**src/rtl/sram_ctrl_pkg.sv**
```systemverilog
`timescale 1ns/1ps
package sram_ctrl_pkg;

  localparam int DW    = 16;
  localparam int NLANE = 2;

  typedef enum logic [2:0] {
    ST_IDLE  = 3'd0,
    ST_WSET  = 3'd1,
    ST_WLOW  = 3'd2,
    ST_WREC  = 3'd3,
    ST_RACC  = 3'd4,
    ST_RTURN = 3'd5
  } seq_st_e;

  function automatic int cdiv(input int num, input int den);
    return (num + den - 1) / den;
  endfunction

  function automatic int imax(input int a, input int b);
    return (a > b) ? a : b;
  endfunction

endpackage

```
**src/rtl/sram_seq.sv**
```systemverilog
`timescale 1ns/1ps
module sram_seq
  import sram_ctrl_pkg::*;
#(
  parameter int ADDR_W   = 18,
  parameter int WLOW_CYC = 5,
  parameter int REC_CYC  = 1,
  parameter int RACC_CYC = 6,
  parameter int TURN_CYC = 2
) (
  input  logic              clk,
  input  logic              rst,
  input  logic              req,
  input  logic              we,
  input  logic [NLANE-1:0]  be,
  input  logic [ADDR_W-1:0] addr,
  input  logic [DW-1:0]     wdata,
  output logic              ready,
  output seq_st_e           st_d,
  output logic [ADDR_W-1:0] addr_nx,
  output logic [DW-1:0]     wdata_nx,
  output logic [NLANE-1:0]  be_nx,
  output logic              cap,
  output logic              null_rd
);

  localparam int CMAX = imax(imax(WLOW_CYC, REC_CYC), imax(RACC_CYC, TURN_CYC));
  localparam int CW   = imax(1, $clog2(CMAX + 1));

  seq_st_e           st_q;
  logic [CW-1:0]     cnt_q, cnt_d;
  logic [ADDR_W-1:0] addr_q;
  logic [DW-1:0]     wdata_q;
  logic [NLANE-1:0]  be_q;
  logic              accept;
  logic              cnt_end;

  assign ready   = (st_q == ST_IDLE);
  assign accept  = req && ready;
  assign cnt_end = (cnt_q == '0);
  assign null_rd = accept && !we && (be == '0);
  assign cap     = (st_q == ST_RACC) && cnt_end;

  assign addr_nx  = accept ? addr  : addr_q;
  assign wdata_nx = accept ? wdata : wdata_q;
  assign be_nx    = accept ? be    : be_q;

  always_comb begin
    st_d  = st_q;
    cnt_d = cnt_q;
    unique case (st_q)
      ST_IDLE: begin
        if (accept && (be != '0)) begin
          if (we) begin
            st_d  = ST_WSET;
            cnt_d = '0;
          end else begin
            st_d  = ST_RACC;
            cnt_d = CW'(RACC_CYC - 1);
          end
        end
      end
      ST_WSET: begin
        st_d  = ST_WLOW;
        cnt_d = CW'(WLOW_CYC - 1);
      end
      ST_WLOW: begin
        if (cnt_end) begin
          st_d  = ST_WREC;
          cnt_d = CW'(REC_CYC - 1);
        end else begin
          cnt_d = cnt_q - 1'b1;
        end
      end
      ST_WREC: begin
        if (cnt_end) st_d = ST_IDLE;
        else         cnt_d = cnt_q - 1'b1;
      end
      ST_RACC: begin
        if (cnt_end) begin
          st_d  = ST_RTURN;
          cnt_d = CW'(TURN_CYC - 1);
        end else begin
          cnt_d = cnt_q - 1'b1;
        end
      end
      ST_RTURN: begin
        if (cnt_end) st_d = ST_IDLE;
        else         cnt_d = cnt_q - 1'b1;
      end
      default: begin
        st_d  = ST_IDLE;
        cnt_d = '0;
      end
    endcase
  end

  always_ff @(posedge clk) begin
    if (rst) begin
      st_q    <= ST_IDLE;
      cnt_q   <= '0;
      addr_q  <= '0;
      wdata_q <= '0;
      be_q    <= '0;
    end else begin
      st_q    <= st_d;
      cnt_q   <= cnt_d;
      addr_q  <= addr_nx;
      wdata_q <= wdata_nx;
      be_q    <= be_nx;
    end
  end


  null_stays_idle_chk: assert property (@(posedge clk) disable iff (rst)
    (req && ready && (be == '0)) |=> ready);


  busy_holds_cmd_chk: assert property (@(posedge clk) disable iff (rst)
    (!ready && !$past(ready)) |-> ($stable(addr_q) && $stable(wdata_q) && $stable(be_q)));

endmodule

```
**src/rtl/sram_pins.sv**
```systemverilog
`timescale 1ns/1ps
module sram_pins
  import sram_ctrl_pkg::*;
#(
  parameter int ADDR_W = 18
) (
  input  logic              clk,
  input  logic              rst,
  input  seq_st_e           st_d,
  input  logic [ADDR_W-1:0] addr_nx,
  input  logic [DW-1:0]     wdata_nx,
  input  logic [NLANE-1:0]  be_nx,
  input  logic              cap,
  input  logic              null_rd,
  input  logic [DW-1:0]     ram_dq_in,
  output logic [ADDR_W-1:0] ram_addr,
  output logic [DW-1:0]     ram_dq_out,
  output logic              ram_dq_oe,
  output logic              ram_cs_n,
  output logic              ram_cs,
  output logic              ram_lb_n,
  output logic              ram_ub_n,
  output logic              ram_we_n,
  output logic              ram_oe_n,
  output logic [DW-1:0]     rdata,
  output logic              rvalid
);

  logic             sel_nx;
  logic             wr_nx;
  logic [NLANE-1:0] lane_on;
  logic [DW-1:0]    masked_in;

  assign sel_nx = (st_d == ST_WSET) || (st_d == ST_WLOW) ||
                  (st_d == ST_WREC) || (st_d == ST_RACC);
  assign wr_nx  = (st_d == ST_WSET) || (st_d == ST_WLOW) || (st_d == ST_WREC);

  assign lane_on = {!ram_ub_n, !ram_lb_n};

  generate
    for (genvar g = 0; g < NLANE; g++) begin : g_lane
      assign masked_in[g*8 +: 8] = lane_on[g] ? ram_dq_in[g*8 +: 8] : 8'h00;
    end
  endgenerate

  always_ff @(posedge clk) begin
    if (rst) begin
      ram_addr   <= '0;
      ram_dq_out <= '0;
      ram_dq_oe  <= 1'b0;
      ram_cs_n   <= 1'b1;
      ram_cs     <= 1'b0;
      ram_lb_n   <= 1'b1;
      ram_ub_n   <= 1'b1;
      ram_we_n   <= 1'b1;
      ram_oe_n   <= 1'b1;
      rdata      <= '0;
      rvalid     <= 1'b0;
    end else begin
      ram_cs_n  <= !sel_nx;
      ram_cs    <= sel_nx;
      ram_lb_n  <= !(sel_nx && be_nx[0]);
      ram_ub_n  <= !(sel_nx && be_nx[1]);
      ram_we_n  <= !(st_d == ST_WLOW);
      ram_oe_n  <= !(st_d == ST_RACC);
      ram_dq_oe <= wr_nx;
      if (sel_nx) ram_addr   <= addr_nx;
      if (wr_nx)  ram_dq_out <= wdata_nx;
      rvalid <= cap || null_rd;
      if (null_rd)  rdata <= '0;
      else if (cap) rdata <= masked_in;
    end
  end


  we_qualified_chk: assert property (@(posedge clk) disable iff (rst)
    !ram_we_n |-> (!ram_cs_n && ram_cs && !(ram_lb_n && ram_ub_n)));


  we_fall_late_chk: assert property (@(posedge clk) disable iff (rst)
    $fell(ram_we_n) |-> $past(!ram_cs_n && ram_cs && ram_dq_oe));


  we_low_stable_chk: assert property (@(posedge clk) disable iff (rst)
    (!ram_we_n && !$past(ram_we_n)) |-> ($stable(ram_addr) && $stable(ram_dq_out)));


  no_bus_fight_chk: assert property (@(posedge clk) disable iff (rst)
    !ram_oe_n |-> !ram_dq_oe);


  strobe_excl_chk: assert property (@(posedge clk) disable iff (rst)
    !(!ram_we_n && !ram_oe_n));


  turnaround_chk: assert property (@(posedge clk) disable iff (rst)
    $rose(ram_dq_oe) |-> ($past(ram_oe_n) && $past(ram_oe_n, 2)));


  rvalid_pulse_chk: assert property (@(posedge clk) disable iff (rst)
    (rvalid && !ram_oe_n) |=> ram_oe_n);

endmodule

```
**src/rtl/sram_bus_ctrl.sv**
```systemverilog
`timescale 1ns/1ps
module sram_bus_ctrl
  import sram_ctrl_pkg::*;
#(
  parameter int ADDR_W   = 18,
  parameter int CLK_NS   = 10,
  parameter int T_RC_NS  = 55,
  parameter int T_WP_NS  = 45,
  parameter int T_AW_NS  = 50,
  parameter int T_DW_NS  = 30,
  parameter int T_AA_NS  = 55,
  parameter int T_OE_NS  = 25,
  parameter int T_OHZ_NS = 20
) (
  input  logic              clk,
  input  logic              rst,
  input  logic              req,
  input  logic              we,
  input  logic [1:0]        be,
  input  logic [ADDR_W-1:0] addr,
  input  logic [15:0]       wdata,
  output logic              ready,
  output logic [15:0]       rdata,
  output logic              rvalid,
  output logic [ADDR_W-1:0] ram_addr,
  output logic [15:0]       ram_dq_out,
  output logic              ram_dq_oe,
  input  logic [15:0]       ram_dq_in,
  output logic              ram_cs_n,
  output logic              ram_cs,
  output logic              ram_lb_n,
  output logic              ram_ub_n,
  output logic              ram_we_n,
  output logic              ram_oe_n
);

  localparam int WLOW_CYC = imax(imax(cdiv(T_WP_NS, CLK_NS), cdiv(T_AW_NS, CLK_NS)),
                                 imax(1, cdiv(T_DW_NS, CLK_NS)));
  localparam int REC_CYC  = imax(1, cdiv(T_RC_NS, CLK_NS) - 1 - WLOW_CYC);
  localparam int RACC_CYC = imax(1, imax(cdiv(T_AA_NS, CLK_NS), cdiv(T_OE_NS, CLK_NS)));
  localparam int TURN_CYC = imax(1, cdiv(T_OHZ_NS, CLK_NS));

  seq_st_e           st_d;
  logic [ADDR_W-1:0] addr_nx;
  logic [DW-1:0]     wdata_nx;
  logic [NLANE-1:0]  be_nx;
  logic              cap;
  logic              null_rd;

  sram_seq #(
    .ADDR_W   (ADDR_W),
    .WLOW_CYC (WLOW_CYC),
    .REC_CYC  (REC_CYC),
    .RACC_CYC (RACC_CYC),
    .TURN_CYC (TURN_CYC)
  ) u_seq (
    .clk      (clk),
    .rst      (rst),
    .req      (req),
    .we       (we),
    .be       (be),
    .addr     (addr),
    .wdata    (wdata),
    .ready    (ready),
    .st_d     (st_d),
    .addr_nx  (addr_nx),
    .wdata_nx (wdata_nx),
    .be_nx    (be_nx),
    .cap      (cap),
    .null_rd  (null_rd)
  );

  sram_pins #(
    .ADDR_W (ADDR_W)
  ) u_pins (
    .clk        (clk),
    .rst        (rst),
    .st_d       (st_d),
    .addr_nx    (addr_nx),
    .wdata_nx   (wdata_nx),
    .be_nx      (be_nx),
    .cap        (cap),
    .null_rd    (null_rd),
    .ram_dq_in  (ram_dq_in),
    .ram_addr   (ram_addr),
    .ram_dq_out (ram_dq_out),
    .ram_dq_oe  (ram_dq_oe),
    .ram_cs_n   (ram_cs_n),
    .ram_cs     (ram_cs),
    .ram_lb_n   (ram_lb_n),
    .ram_ub_n   (ram_ub_n),
    .ram_we_n   (ram_we_n),
    .ram_oe_n   (ram_oe_n),
    .rdata      (rdata),
    .rvalid     (rvalid)
  );

endmodule

```
**config.mk**
```make
export PLATFORM = sky130hd
export DESIGN_NAME = sram_bus_ctrl
export DESIGN_NICKNAME = d
export VERILOG_FILES = /design/src/rtl/sram_ctrl_pkg.sv /design/src/rtl/sram_seq.sv /design/src/rtl/sram_pins.sv /design/src/rtl/sram_bus_ctrl.sv
export SDC_FILE = /design/constraint.sdc
export NUM_CORES = 1
export LEC_CHECK = 0
export BUFFER_PORTS_ARGS = -buffer_cell sky130_fd_sc_hd__buf_2
export CELL_PAD_IN_SITES_DETAIL_PLACEMENT = 1
export CELL_PAD_IN_SITES_GLOBAL_PLACEMENT = 2
export CORE_ASPECT_RATIO = 0.6
export CORE_MARGIN = 2
export CORE_UTILIZATION = 31
export DETAILED_ROUTE_END_ITERATION = 8
export PLACE_DENSITY_LB_ADDON = 0.1
export SYNTH_ARGS = -nofsm -noshare
export SYNTH_HDL_FRONTEND = slang
export SYNTH_HIERARCHICAL = 1
export SYNTH_SLANG_ARGS = --single-unit
```
**constraint.sdc**
```tcl
create_clock -name clk -period 2.9 [get_ports clk]
set_clock_uncertainty 0.2 [all_clocks]
set_input_delay 0.29 -clock clk [delete_from_list [all_inputs] [get_ports clk]]
set_output_delay 0.29 -clock clk [all_outputs]
set_load 0.005 [all_outputs]
```
==> results by group, run 1 <==
Yosys
  – Async S/R FF share, synth: 0%
  – Ys flop type: dfxtp_1
  – Synth cell types: 41
  – Post-synth EDFFs: 0
  – Synth Area per Inst: 9.98 sq um
  – Commonest cells in the netlist: dfxtp_1 (100), nand2b_1 (42), and2_1 (39)
  – Sequential-to-total area share from yosys stat: 48.4%
  – Post-Syn Area: 4130 sq um
  – Cells after Synth: 414
  – Ys Warns: 6
  – Post-synth top area cell: dfxtp_1
  – Post-synthesis register bit count: 100
  – Cell with the most instances after synthesis: dfxtp_1
  – Yosys top cell area share: 48.4%
  – Synth area leaders: dfxtp_1 (48%), mux2_2 (7.9%), nand2b_1 (6.4%)
  – Syn Nets: 472

Clock tree
  – CTS Root Buffer Type: clkbuf_16
  – Post-CTS setup buffers: 0
  – Total CTS buffers: 9
  – Longest Clk Path Bufs: 2
  – Worst-path clk slew: 0.08 ns
  – Clk Latency, worst-skew pair: 0.34 ns
  – Clock tree sinks: 100
  – Resized Gates After CTS: 0
  – CTS H-tree lvls: 3
  – CTS tree: done

Setup path
  – Worst R2R Path Depth: 9
  – Worst path arrival time: 2.65 ns
  – Req. time, crit path: 2.98 ns
  – Reg-to-reg endpoint: u_pins/ram_addr[4]
  – Crit start category: flip-flop
  – Worst-path fanout max: 15
  – CP Capture Type: flip-flop
  – Reg2reg setup slack: 0.33 ns
  – Reg2reg start: u_seq/cnt_q[0]
  – Crit Path Class: flip-flop to flip-flop

Die
  – Die height: 93.4 microns
  – Initial Util: 32.0%
  – Core outline area: 12900 sq um
  – I/O pin cnt: 115
  – Die width: 153 microns
  – Rows: 32
  – Die ar.: 14300 sq um

STA
  – Slew margin rel.: 45.8%
  – Fin. Hold Viols: 0
  – Final setup fails: 0
  – Fmax: 389 MHz
  – Worst-margin pin slew: 0.813 ns
  – RSZ-0062 raised after global routing: false
  – Final Critical Period: 2.57 ns
  – Period utilization: 88.6%
  – Setup TNS: 0 ns
  – Slew Viols, Final: 0

Cells and area
  – Non-Filler Instances: 708
  – Fin nets: 591
  – Multi-input gate area: 1970 sq um
  – Register area: 2000 sq um
  – Layout area overhead: 26.7%
  – # fillers: 1495
  – Post-route cell area: 5240 sq um
  – Layout cell share with drive strength beyond 1: 33.6%
  – Ant diodes: 0

Run
  – Max-cap violations: 0

Global route
  – First-pass GRT wire length: 17.3 mm
  – Antenna violations before repair: 2
  – Total gr overflow: 0
  – Gr usage total: 15.3%
  – Largest net degree at the start of global routing: 63
  – Vias in the first global route: 3371

Place
  – Cell Area, Placed: 4830 sq um
  – Dpl cells: 679
  – DP HPWL: 7.22 mm
  – GP Congestion: 0.810
  – PortBufs: 114

Worst hold path
  – Hold Path End: u_pins/rdata[7]
  – Hold path cells: 3
  – HP Start: ram_dq_in[7]
  – Min-delay worst type: input port to flip-flop

Routing
  – DRT iter0 DRCs: 102
  – Via count: 3207
  – DRC: 0
  – Vias/cell: 4.53
  – DR pass1 iterations: 6
  – Routed WL per cell: 14.8 microns
  – Final wirelength: 10.4 mm
  – Final ANT Viol Nets: 0

Power and ir drop
  – P per Cell Area: 749 nW/um^2
  – Max IR drop VDD: 0.000305 V
  – Leak Pwr: 2.34 nW

Outcome
  – Run status: finished, final reports clean
-- cells in the final DEF (no fill, tap or decap), drive strengths merged, types with 3 or more instances in the layout --
cell | netlist | routed
buf | 14 | 121
dfxtp | 100 | 100
nand2b | 42 | 42
and2 | 39 | 39
mux2 | 36 | 36
a21oi | 35 | 35
nand2 | 33 | 33
nor2 | 23 | 23
nor2b | 20 | 20
mux2i | 18 | 18
dlygate4sd3 | 0 | 13
clkbuf | 12 | 10
nand3b | 6 | 6
inv | 3 | 6
nor3 | 4 | 4
o21ai | 3 | 3
a22o | 3 | 3
xnor2 | 3 | 3
-- sequential cells by signal, summed over array words and instances (netlist names), 2 cells and up --
name               flops
u_pins/ram_dq_out     16
u_seq/cnt_q            3
u_pins/rdata          16
u_pins/ram_addr       18
u_seq/be_q             2
u_seq/wdata_q         16
u_seq/addr_q          18
u_seq/st_q             3
-- cell type report --
type | count | area share (%)
clock inverter | 6 | 0.884
tap | 170 | 4.06
sequential | 100 | 38.2
clock buffer | 10 | 4.37
multi-input combinational | 285 | 37.6
inverter | 3 | 0.215
timing repair buffer | 134 | 14.6
-- critical path, stage by stage (launching register included) --
cell and delay, ns:
dfxtp_1 0.36, inv_1 0.08, ha_1 0.25, and3b_1 0.24
a21o_1 0.22, nor2_1 0.29, nor2_2 0.12, xnor2_4 0.32
buf_12 0.22, mux2i_1 0.21
-- what timing repair did --
item,4_1_cts,5_1_grt
setup endpoints to repair,0,0
hold buffers,13,0
endpoints found under the hold margin,13,0
-- where the power goes --
part	internal (W)	leakage, nW	switching [W]
registers	0.00156	0.817	0.0000966
clock network	0.000591	0.130	0.000549
logic	0.000560	1.39	0.000563
total	0.00271	2.34	0.00121
-- metal layers --
| metal | global-route usage, % | vias to the layer above | part of all wire (%) |
|---|---|---|---|
| li1 | - | 1606 | - |
| met2 | 25.6 | 64 | 46 |
| met4 | 4.24 | 4 | 1.3 |
| met3 | 5.42 | 17 | 5.7 |
| met1 | 18.8 | 1516 | 46 |
| met5 | 0 | - | 0.20 |
-- cells by family after synthesis --
logic type               share of synthesized area [%]
AND/OR/NAND/NOR                                   23.8
adder cells (fa/ha/maj)                          0.605
AO/OA/AOI/OAI                                     7.42
flip-flops                                        48.4
XOR/XNOR                                         0.818
multiplexers                                      14.8
buffers and inverters                             4.15
-- metrics by stage --
| step | hold WS [ns] | power (W) | util [%] | setup WS [ns] |
|---|---|---|---|---|
| after CTS | 0.00265 | 0.00400 | 40.5 | 0.316 |
| after floorplan | 0.169 | 0.00248 | - | 0.639 |
| after global routing | 0.0171 | 0.00419 | 40.5 | 0.127 |
| after detailed placement | 0.247 | 0.00282 | 37.4 | 0.340 |
| after global placement | 0.241 | 0.00280 | 37.4 | 0.472 |
| final | 0.00477 | 0.00392 | 40.5 | 0.330 |
-- worst max-delay path by stage --
stage,start,to,slack (ns)
after floorplan,u_seq/st_q[1],u_pins/ram_dq_out[4],0.64
final,u_seq/cnt_q[0],u_pins/ram_addr[4],0.33
after global routing,u_seq/cnt_q[0],u_pins/ram_addr[11],0.13
after global placement,u_seq/cnt_q[0],u_pins/ram_addr[3],0.47
after detailed placement,u_seq/cnt_q[0],u_pins/ram_addr[5],0.34
after CTS,u_seq/cnt_q[0],u_pins/ram_addr[10],0.32
No activity file was read; power rests on OpenSTA's default activity.
==> run 2, diff against run 1 <==
- MAX_ROUTING_LAYER: unset -> met4
==> results by group, run 2 (synthesis gave the netlist of run 1 again) <==
Power and ir drop
  – Leak Pwr: 2.34 nW (about the same)
  – Switch Pwr: 0.00121 W (-0.12%)
  – Switching share of power: 30.8% (about the same)
  – P per Cell Area: 748 nW/um^2 (-0.13%)
  – Clock share of power: 29.0% (about the same)
  – Comb pwr share: 28.6% (about the same)
  – Max IR drop VDD: 0.000301 V (-1.4%)
  – Sequential fraction of design power: 42.3% (about the same)
  – Internal: 0.00271 W (about the same)

Run
  – Max-cap violations: 0 (unchanged)

Setup path
  – Worst R2R Path Depth: 9 (unchanged)
  – Worst path top cell family by delay: simple AND/OR/NAND/NOR gates
  – CP Capture Type: flip-flop
  – Crit path max-delay cell type: dfxtp_1
  – Worst path max stage delay: 0.36 ns (about the same)
  – Worst path arrival time: 2.63 ns (-0.02 ns)
  – CP cell instances: inv_1 > ha_1 > and3b_1 > a21o_1 > nor2_1 > nor2_2 > xnor2_4 > buf_12 > mux2i_1
  – Req. time, crit path: 2.97 ns (about the same)
  – Buf/Inv on CP: 2 (unchanged)
  – Worst-path fanout max: 15 (unchanged)
  – Crit start category: flip-flop
  – WP depth: 9 (unchanged)
  – Crit Path Class: flip-flop to flip-flop

STA
  – Final Critical Period: 2.56 ns (-0.00929 ns)
  – Setup TNS: 0 ns (unchanged)
  – Slew Viols, Final: 0 (unchanged)
  – Final setup fails: 0 (unchanged)
  – Final worst setup slack: 0.339 ns (+0.00929 ns)
  – Fmax: 391 MHz (+0.36%)
  – Worst-margin pin slew: 0.813 ns (+0.0000762 ns)
  – Period utilization: 88.3% (-0.32 points)
  – RSZ-0062 raised after global routing: false
  – Fin. Hold Viols: 0 (unchanged)
  – Slew margin rel.: 45.8% (about the same)

Clock tree
  – Total CTS buffers: 9 (unchanged)
  – Clock tree sinks: 100 (unchanged)
  – CTS Root Buffer Type: clkbuf_16
  – Clk Latency, worst-skew pair: 0.34 ns (about the same)
  – Resized Gates After CTS: 0 (unchanged)
  – Worst-path clk slew: 0.08 ns (about the same)
  – CTS H-tree lvls: 3 (unchanged)
  – Longest Clk Path Bufs: 2 (unchanged)
  – CTS tree: done

Die
  – Die width: 153 microns (unchanged)
  – I/O pin cnt: 115 (unchanged)
  – Rows: 32 (unchanged)
  – Core outline area: 12900 sq um (unchanged)
  – Die height: 93.4 microns (unchanged)
  – Die ar.: 14300 sq um (unchanged)
  – Initial Util: 32.0% (unchanged)

Routing
  – Final wirelength: 10.4 mm (-0.15%)
  – DR pass1 iterations: 4 (-2)
  – Via count: 3199 (-0.25%)
  – DRT iter0 DRCs: 99 (-2.9%)
  – Routed WL per cell: 14.7 microns (-0.43%)
  – DRC: 0 (unchanged)
  – Vias/cell: 4.51 (-0.53%)
  – Final ANT Viol Nets: 0 (unchanged)

Place
  – GP Congestion: 0.822 (+1.5%)
  – DP HPWL: 7.22 mm (unchanged)
  – PortBufs: 114 (unchanged)
  – Placement Setup Slack: 0.340 ns (unchanged)
  – Cell Area, Placed: 4830 sq um (unchanged)

Cells and area
  – Post-route cell area: 5240 sq um (about the same)
  – Layout area overhead: 26.9% (about the same)
  – Layout cell share with drive strength beyond 1: 33.6% (unchanged)
  – Most frequent cells in the layout: buf_2 (114), dfxtp_1 (100), nand2b_1 (42), and2_1 (39), a21oi_1 (35)
  – Most common cell after layout, fill and taps aside: buf_2
  – Largest registers: u_pins/ram_addr: 18 flops, u_seq/addr_q: 18 flops
  – Fin nets: 591 (unchanged)
  – # fillers: 1496 (+0.067%)

Outcome
  – Run status: finished, final reports clean

Worst hold path
  – Min-delay worst type: input port to flip-flop
  – Hold path cells: 3 (unchanged)

Global route
  – Antenna violations before repair: 2 (unchanged)
  – First-pass GRT wire length: 17.3 mm (about the same)
  – Total gr overflow: 0 (unchanged)
  – Vias in the first global route: 3369 (-0.059%)
  – Largest net degree at the start of global routing: 63 (unchanged)
  – Gr usage total: 15.7% (+0.43 points)
run 2: cell types whose count changed in the layout (fill, tap and decap cells not counted), sizes merged:
cell,before,now
diode,0,2
run 2: per-stage QoR:
stage | total power [W] | std cells | hold slack, ns | util (%)
floorplan | 0.00248 | 414 | 0.169 | -
global placement | 0.00280 | 679 | 0.241 | 37.4
detailed placement | 0.00282 | 679 | 0.247 | 37.4
CTS | 0.00400 | 708 | 0.00265 | 40.5
global route | 0.00419 | 710 | 0.0176 | 40.5
finish | 0.00392 | 710 | 0.00738 | 40.5
run 2: path summary, 6_finish.rpt:
check	start	to	slack, ns
worst min register to register	u_pins/ram_dq_out[10]	u_pins/ram_dq_out[10]	0.26
worst min-delay path	ram_dq_in[7]	u_pins/rdata[7]	0.007
worst max-delay path	u_seq/cnt_q[0]	u_pins/ram_addr[4]	0.34
worst max register to register	u_seq/cnt_q[0]	u_pins/ram_addr[4]	0.34
run 2: repair_timing:
item                                   4_1_cts  5_1_grt
buffers inserted                             0        0
hold buffers                                13        0
endpoints found under the hold margin       13        0
run 2: final cells by class:
cell class / count / area [sq um] / share of cell area [%]
Antenna cell: 2 / 5.00 / 0.0955
Clock buffer: 10 / 229 / 4.37
Clock inverter: 6 / 46.3 / 0.883
Inverter: 3 / 11.3 / 0.215
Multi-Input combinational cell: 285 / 1970 / 37.6
Sequential cell: 100 / 2000 / 38.2
Tap cell: 170 / 213 / 4.06
Timing Repair Buffer: 134 / 766 / 14.6
run 2: power by group through the flow:
stage,sequential (W),clock [W],combinational (W)
finish,0.00166,0.00114,0.00112
global route,0.00168,0.00125,0.00125
CTS,0.00166,0.00119,0.00115
detailed placement,0.00169,0,0.00113
global placement,0.00169,0,0.00111
floorplan,0.00167,0,0.000804
run 2: layer usage:
| metal | track usage, % | wire (microns) | vias to the layer above | share of wire [%] |
|---|---|---|---|---|
| met5 | - | 0 | - | 0 |
| met4 | 4.48 | 107 | 0 | 1.0 |
| met3 | 4.91 | 559 | 9 | 5.4 |
| met2 | 25.6 | 4870 | 66 | 47 |
| met1 | 19.0 | 4900 | 1513 | 47 |
| li1 | - | - | 1611 | - |
run 2: tightest hold or removal path, cell delays in order:
cell and delay [ns]:
buf_2 0.08, a21oi_1 0.05, nor2_1 0.09
==> run 3, diff against run 2 <==
- CORE_UTILIZATION: 31 -> 30
- SYNTH_HIERARCHICAL: 1 -> unset
==> results by group, run 3 <==
Die
  – Die height: 92.0 microns (-1.5%)
  – Core outline area: 12700 sq um (-1.5%)
  – Die width: 151 microns (-1.5%)
  – Rows: 32 (unchanged)
  – I/O pin cnt: 115 (unchanged)
  – Initial Util: 30.4% (-1.5 points)
  – Die ar.: 13900 sq um (-3.0%)

Setup path
  – Worst R2R Path Depth: 6 (-3)
  – Crit Path Class: flip-flop to flip-flop
  – Crit start category: flip-flop
  – Worst path arrival time: 2.52 ns (-0.11 ns)
  – CP Capture Type: flip-flop
  – Req. time, crit path: 2.93 ns (-0.04 ns)
  – Crit path max-delay cell type: a21oi_2
  – Reg2reg setup slack: 0.42 ns (+0.08 ns)
  – Reg2reg start: u_seq.cnt_q[0]
  – CP cell instances: inv_1 > ha_1 > nand3b_1 > o21ai_0 > a21oi_2 > mux2_2
  – Worst-path fanout max: 17 (+2)
  – Reg-to-reg endpoint: u_pins.ram_dq_out[11]
  – Worst path max stage delay: 0.77 ns (+0.41 ns)

Yosys
  – Post-synth EDFFs: 0 (unchanged)
  – Post-synthesis compound-gate area fraction: 11.1% (+3.7 points)
  – Synth area leaders: dfxtp_1 (52%), mux2_2 (9.9%), nand2_1 (8.8%)
  – Post-synth top area cell: dfxtp_1
  – Ys flop type: dfxtp_1
  – Commonest cells in the netlist: dfxtp_1 (100), nand2_1 (91), a21oi_1 (55)
  – Synth Area per Inst: 9.25 sq um (-7.4%)
  – Async S/R FF share, synth: 0% (unchanged)
  – Synth cell types: 40 (-2.4%)
  – Ys Warns: 0 (-6)
  – Yosys top cell area share: 51.7% (+3.2 points)
  – Largest family of logic cells by synthesized area: simple AND/OR/NAND/NOR gates
  – Post-Syn Area: 3870 sq um (-6.3%)
  – Post-synthesis register bit count: 100 (unchanged)
  – Cell with the most instances after synthesis: dfxtp_1
  – Syn Nets: 477 (+1.1%)
  – Mux cell area share after synthesis: 9.88% (-4.9 points)
  – Synth Area in Adders: 0.646% (+0.040 points)
  – Post-synthesis xor/xnor area fraction: 0.678% (-0.14 points)
  – Simple-gate portion of the synthesized area: 22.2% (-1.6 points)
  – Sequential-to-total area share from yosys stat: 51.7% (+3.2 points)
  – Cells after Synth: 419 (+1.2%)

Clock tree
  – Clk Latency, worst-skew pair: 0.34 ns (about the same)
  – Worst-path clk slew: 0.07 ns (about the same)
  – CTS tree: done
  – Clock tree sinks: 100 (unchanged)
  – Total CTS buffers: 9 (unchanged)
  – Longest Clk Path Bufs: 2 (unchanged)
  – CTS H-tree lvls: 3 (unchanged)
  – CTS Root Buffer Type: clkbuf_16

Routing
  – DRT iter0 DRCs: 120 (+21%)
  – Routed WL per cell: 14.7 microns (about the same)
  – Final ANT Viol Nets: 0 (unchanged)
  – Final wirelength: 10.4 mm (-0.24%)
  – DR pass1 iterations: 4 (unchanged)
  – Vias/cell: 4.56 (+1.1%)
  – DRC: 0 (unchanged)
  – Via count: 3230 (+0.97%)

STA
  – Fmax: 403 MHz (+3.1%)
  – Final Critical Period: 2.48 ns (-0.0781 ns)
  – Slew Viols, Final: 0 (unchanged)
  – Worst-margin pin slew: 1.02 ns (+0.207 ns)
  – RSZ-0062 raised after global routing: false
  – Slew margin rel.: 32.0% (-14 points)
  – Final worst setup slack: 0.417 ns (+0.0781 ns)
  – Fin. Hold Viols: 0 (unchanged)
  – Final setup fails: 0 (unchanged)
  – Period utilization: 85.6% (-2.7 points)
  – Setup TNS: 0 ns (unchanged)

Worst hold path
  – HP Start: wdata[8]
  – Hold path cells: 3 (unchanged)
  – Min-delay worst type: input port to flip-flop
  – Hold Path End: u_seq.wdata_q[8]

Power and ir drop
  – Max IR drop VDD: 0.000272 V (-9.7%)
  – Total power: 0.00360 W (-8.1%)
  – Leak Pwr: 2.16 nW (-7.7%)
  – P per Cell Area: 720 nW/um^2 (-3.8%)

Cells and area
  – Layout cell share with drive strength beyond 1: 32.8% (-0.80 points)
  – Most common cell after layout, fill and taps aside: buf_2
  – # fillers: 1517 (+1.4%)
  – Layout area overhead: 29.2%
  – Most frequent cells in the layout: buf_2 (114), dfxtp_1 (100), nand2_1 (91), a21oi_1 (55), nor2b_1 (37)
  – Non-Filler Instances: 709 (-0.14%)
  – Ant diodes: 0 (-2)
  – Largest registers: u_pins.ram_addr: 18 flops, u_seq.addr_q: 18 flops
  – Fin nets: 592 (+0.17%)

Global route
  – Total gr overflow: 0 (unchanged)
  – Gr usage total: 16.2% (+0.46 points)
  – Vias in the first global route: 3451 (+2.4%)
  – Largest net degree at the start of global routing: 41 (-35%)
  – Antenna violations before repair: 0 (-2)
  – First-pass GRT wire length: 17.2 mm (-0.64%)

Place
  – Dpl cells: 683 (+0.59%)
  – DP HPWL: 7.20 mm (-0.16%)
  – Placement Setup Slack: 0.392 ns (+0.0520 ns)
  – PortBufs: 114 (unchanged)
  – GP Congestion: 0.777 (-5.5%)

Outcome
  – Run status: finished, final reports clean

Run
  – Max-cap violations: 0 (unchanged)
-- run 3: changes by cell type in the layout (fill, tap and decap cells not counted), sizes merged, moves of 3 or more --
cell / change
dlygate4sd3: -3
a22o: -3
nand2b: -36
nand2: +58
and2: -38
nor2b: +17
a21oi: +21
nand3b: +12
o21ai: +3
nor2: -16
mux2i: -18
-- run 3: cell type report --
| class | count | area [sq um] | share of cell area [%] |
|---|---|---|---|
| Tap cell | 170 | 213 | 4.25 |
| Multi-Input combinational cell | 286 | 1740 | 34.8 |
| Clock inverter | 4 | 31.3 | 0.625 |
| Sequential cell | 100 | 2000 | 40.0 |
| Clock buffer | 12 | 267 | 5.32 |
| Inverter | 5 | 18.8 | 0.375 |
| Timing Repair Buffer | 132 | 731 | 14.6 |
-- run 3: worst max-delay path by stage --
stage	startpoint	endpoint	slack [ns]	cells past startpoint
floorplan	u_seq.cnt_q[0]	u_pins.ram_addr[12]	0.78	7
global placement	u_seq.cnt_q[0]	u_pins.ram_dq_out[13]	0.42	6
detailed placement	u_seq.cnt_q[0]	u_pins.ram_dq_out[12]	0.39	6
CTS	u_seq.cnt_q[0]	u_pins.ram_dq_out[7]	0.40	6
global route	u_seq.cnt_q[0]	u_pins.ram_dq_out[9]	0.24	6
finish	u_seq.cnt_q[0]	u_pins.ram_dq_out[11]	0.42	6
-- run 3: stage by stage --
stage | instance area, sq um | hold slack, ns | utilization (%)
after floorplan | 3870 | 0.235 | -
after global placement | 4610 | 0.237 | 36.2
after detailed placement | 4610 | 0.245 | 36.2
after CTS | 5010 | 0.000810 | 39.3
after global routing | 5010 | 0.00443 | 39.3
final | 5010 | 0.00787 | 39.3
-- run 3: critical path: cells and delay by family (launching register included) --
family          cells  cell delay (ns)
simple gates        1             0.15
compound gates      2             0.92
buf+inv             1             0.08
flops               1             0.33
fa+ha+maj           1             0.26
mux                 1             0.42
-- run 3: cells by family (layout without fill, tap and decap cells) --
logic type | after synthesis | after routing
fa+ha+maj | 2 | 2
flops | 100 | 100
compound gates | 76 | 76
xor+xnor | 3 | 3
mux | 34 | 34
buf+inv | 33 | 153
simple gates | 171 | 171
-- run 3: timing repair --
item,in CTS,in global routing
hold endpoints to repair,10,0
hold buffers,10,0
buffers inserted,0,0
resized for setup,0,0
-- run 3: power by group --
part           total (W)  leakage, nW  switching, W  internal, W
combinational   0.000811         1.19      0.000450     0.000360
sequential       0.00161        0.816     0.0000826      0.00153
clock            0.00118        0.149      0.000524     0.000657
total            0.00360         2.16       0.00106      0.00255
-- run 3: per-layer routing --
layer  wire length (microns)  global-route usage (%)  vias to the layer above
met3                     404                    4.28                        6
li1                        -                       -                     1630
met4                      80                    4.21                        0
met5                       0                       -                        -
met1                    5230                    21.4                     1538
met2                    4690                    24.7                       56
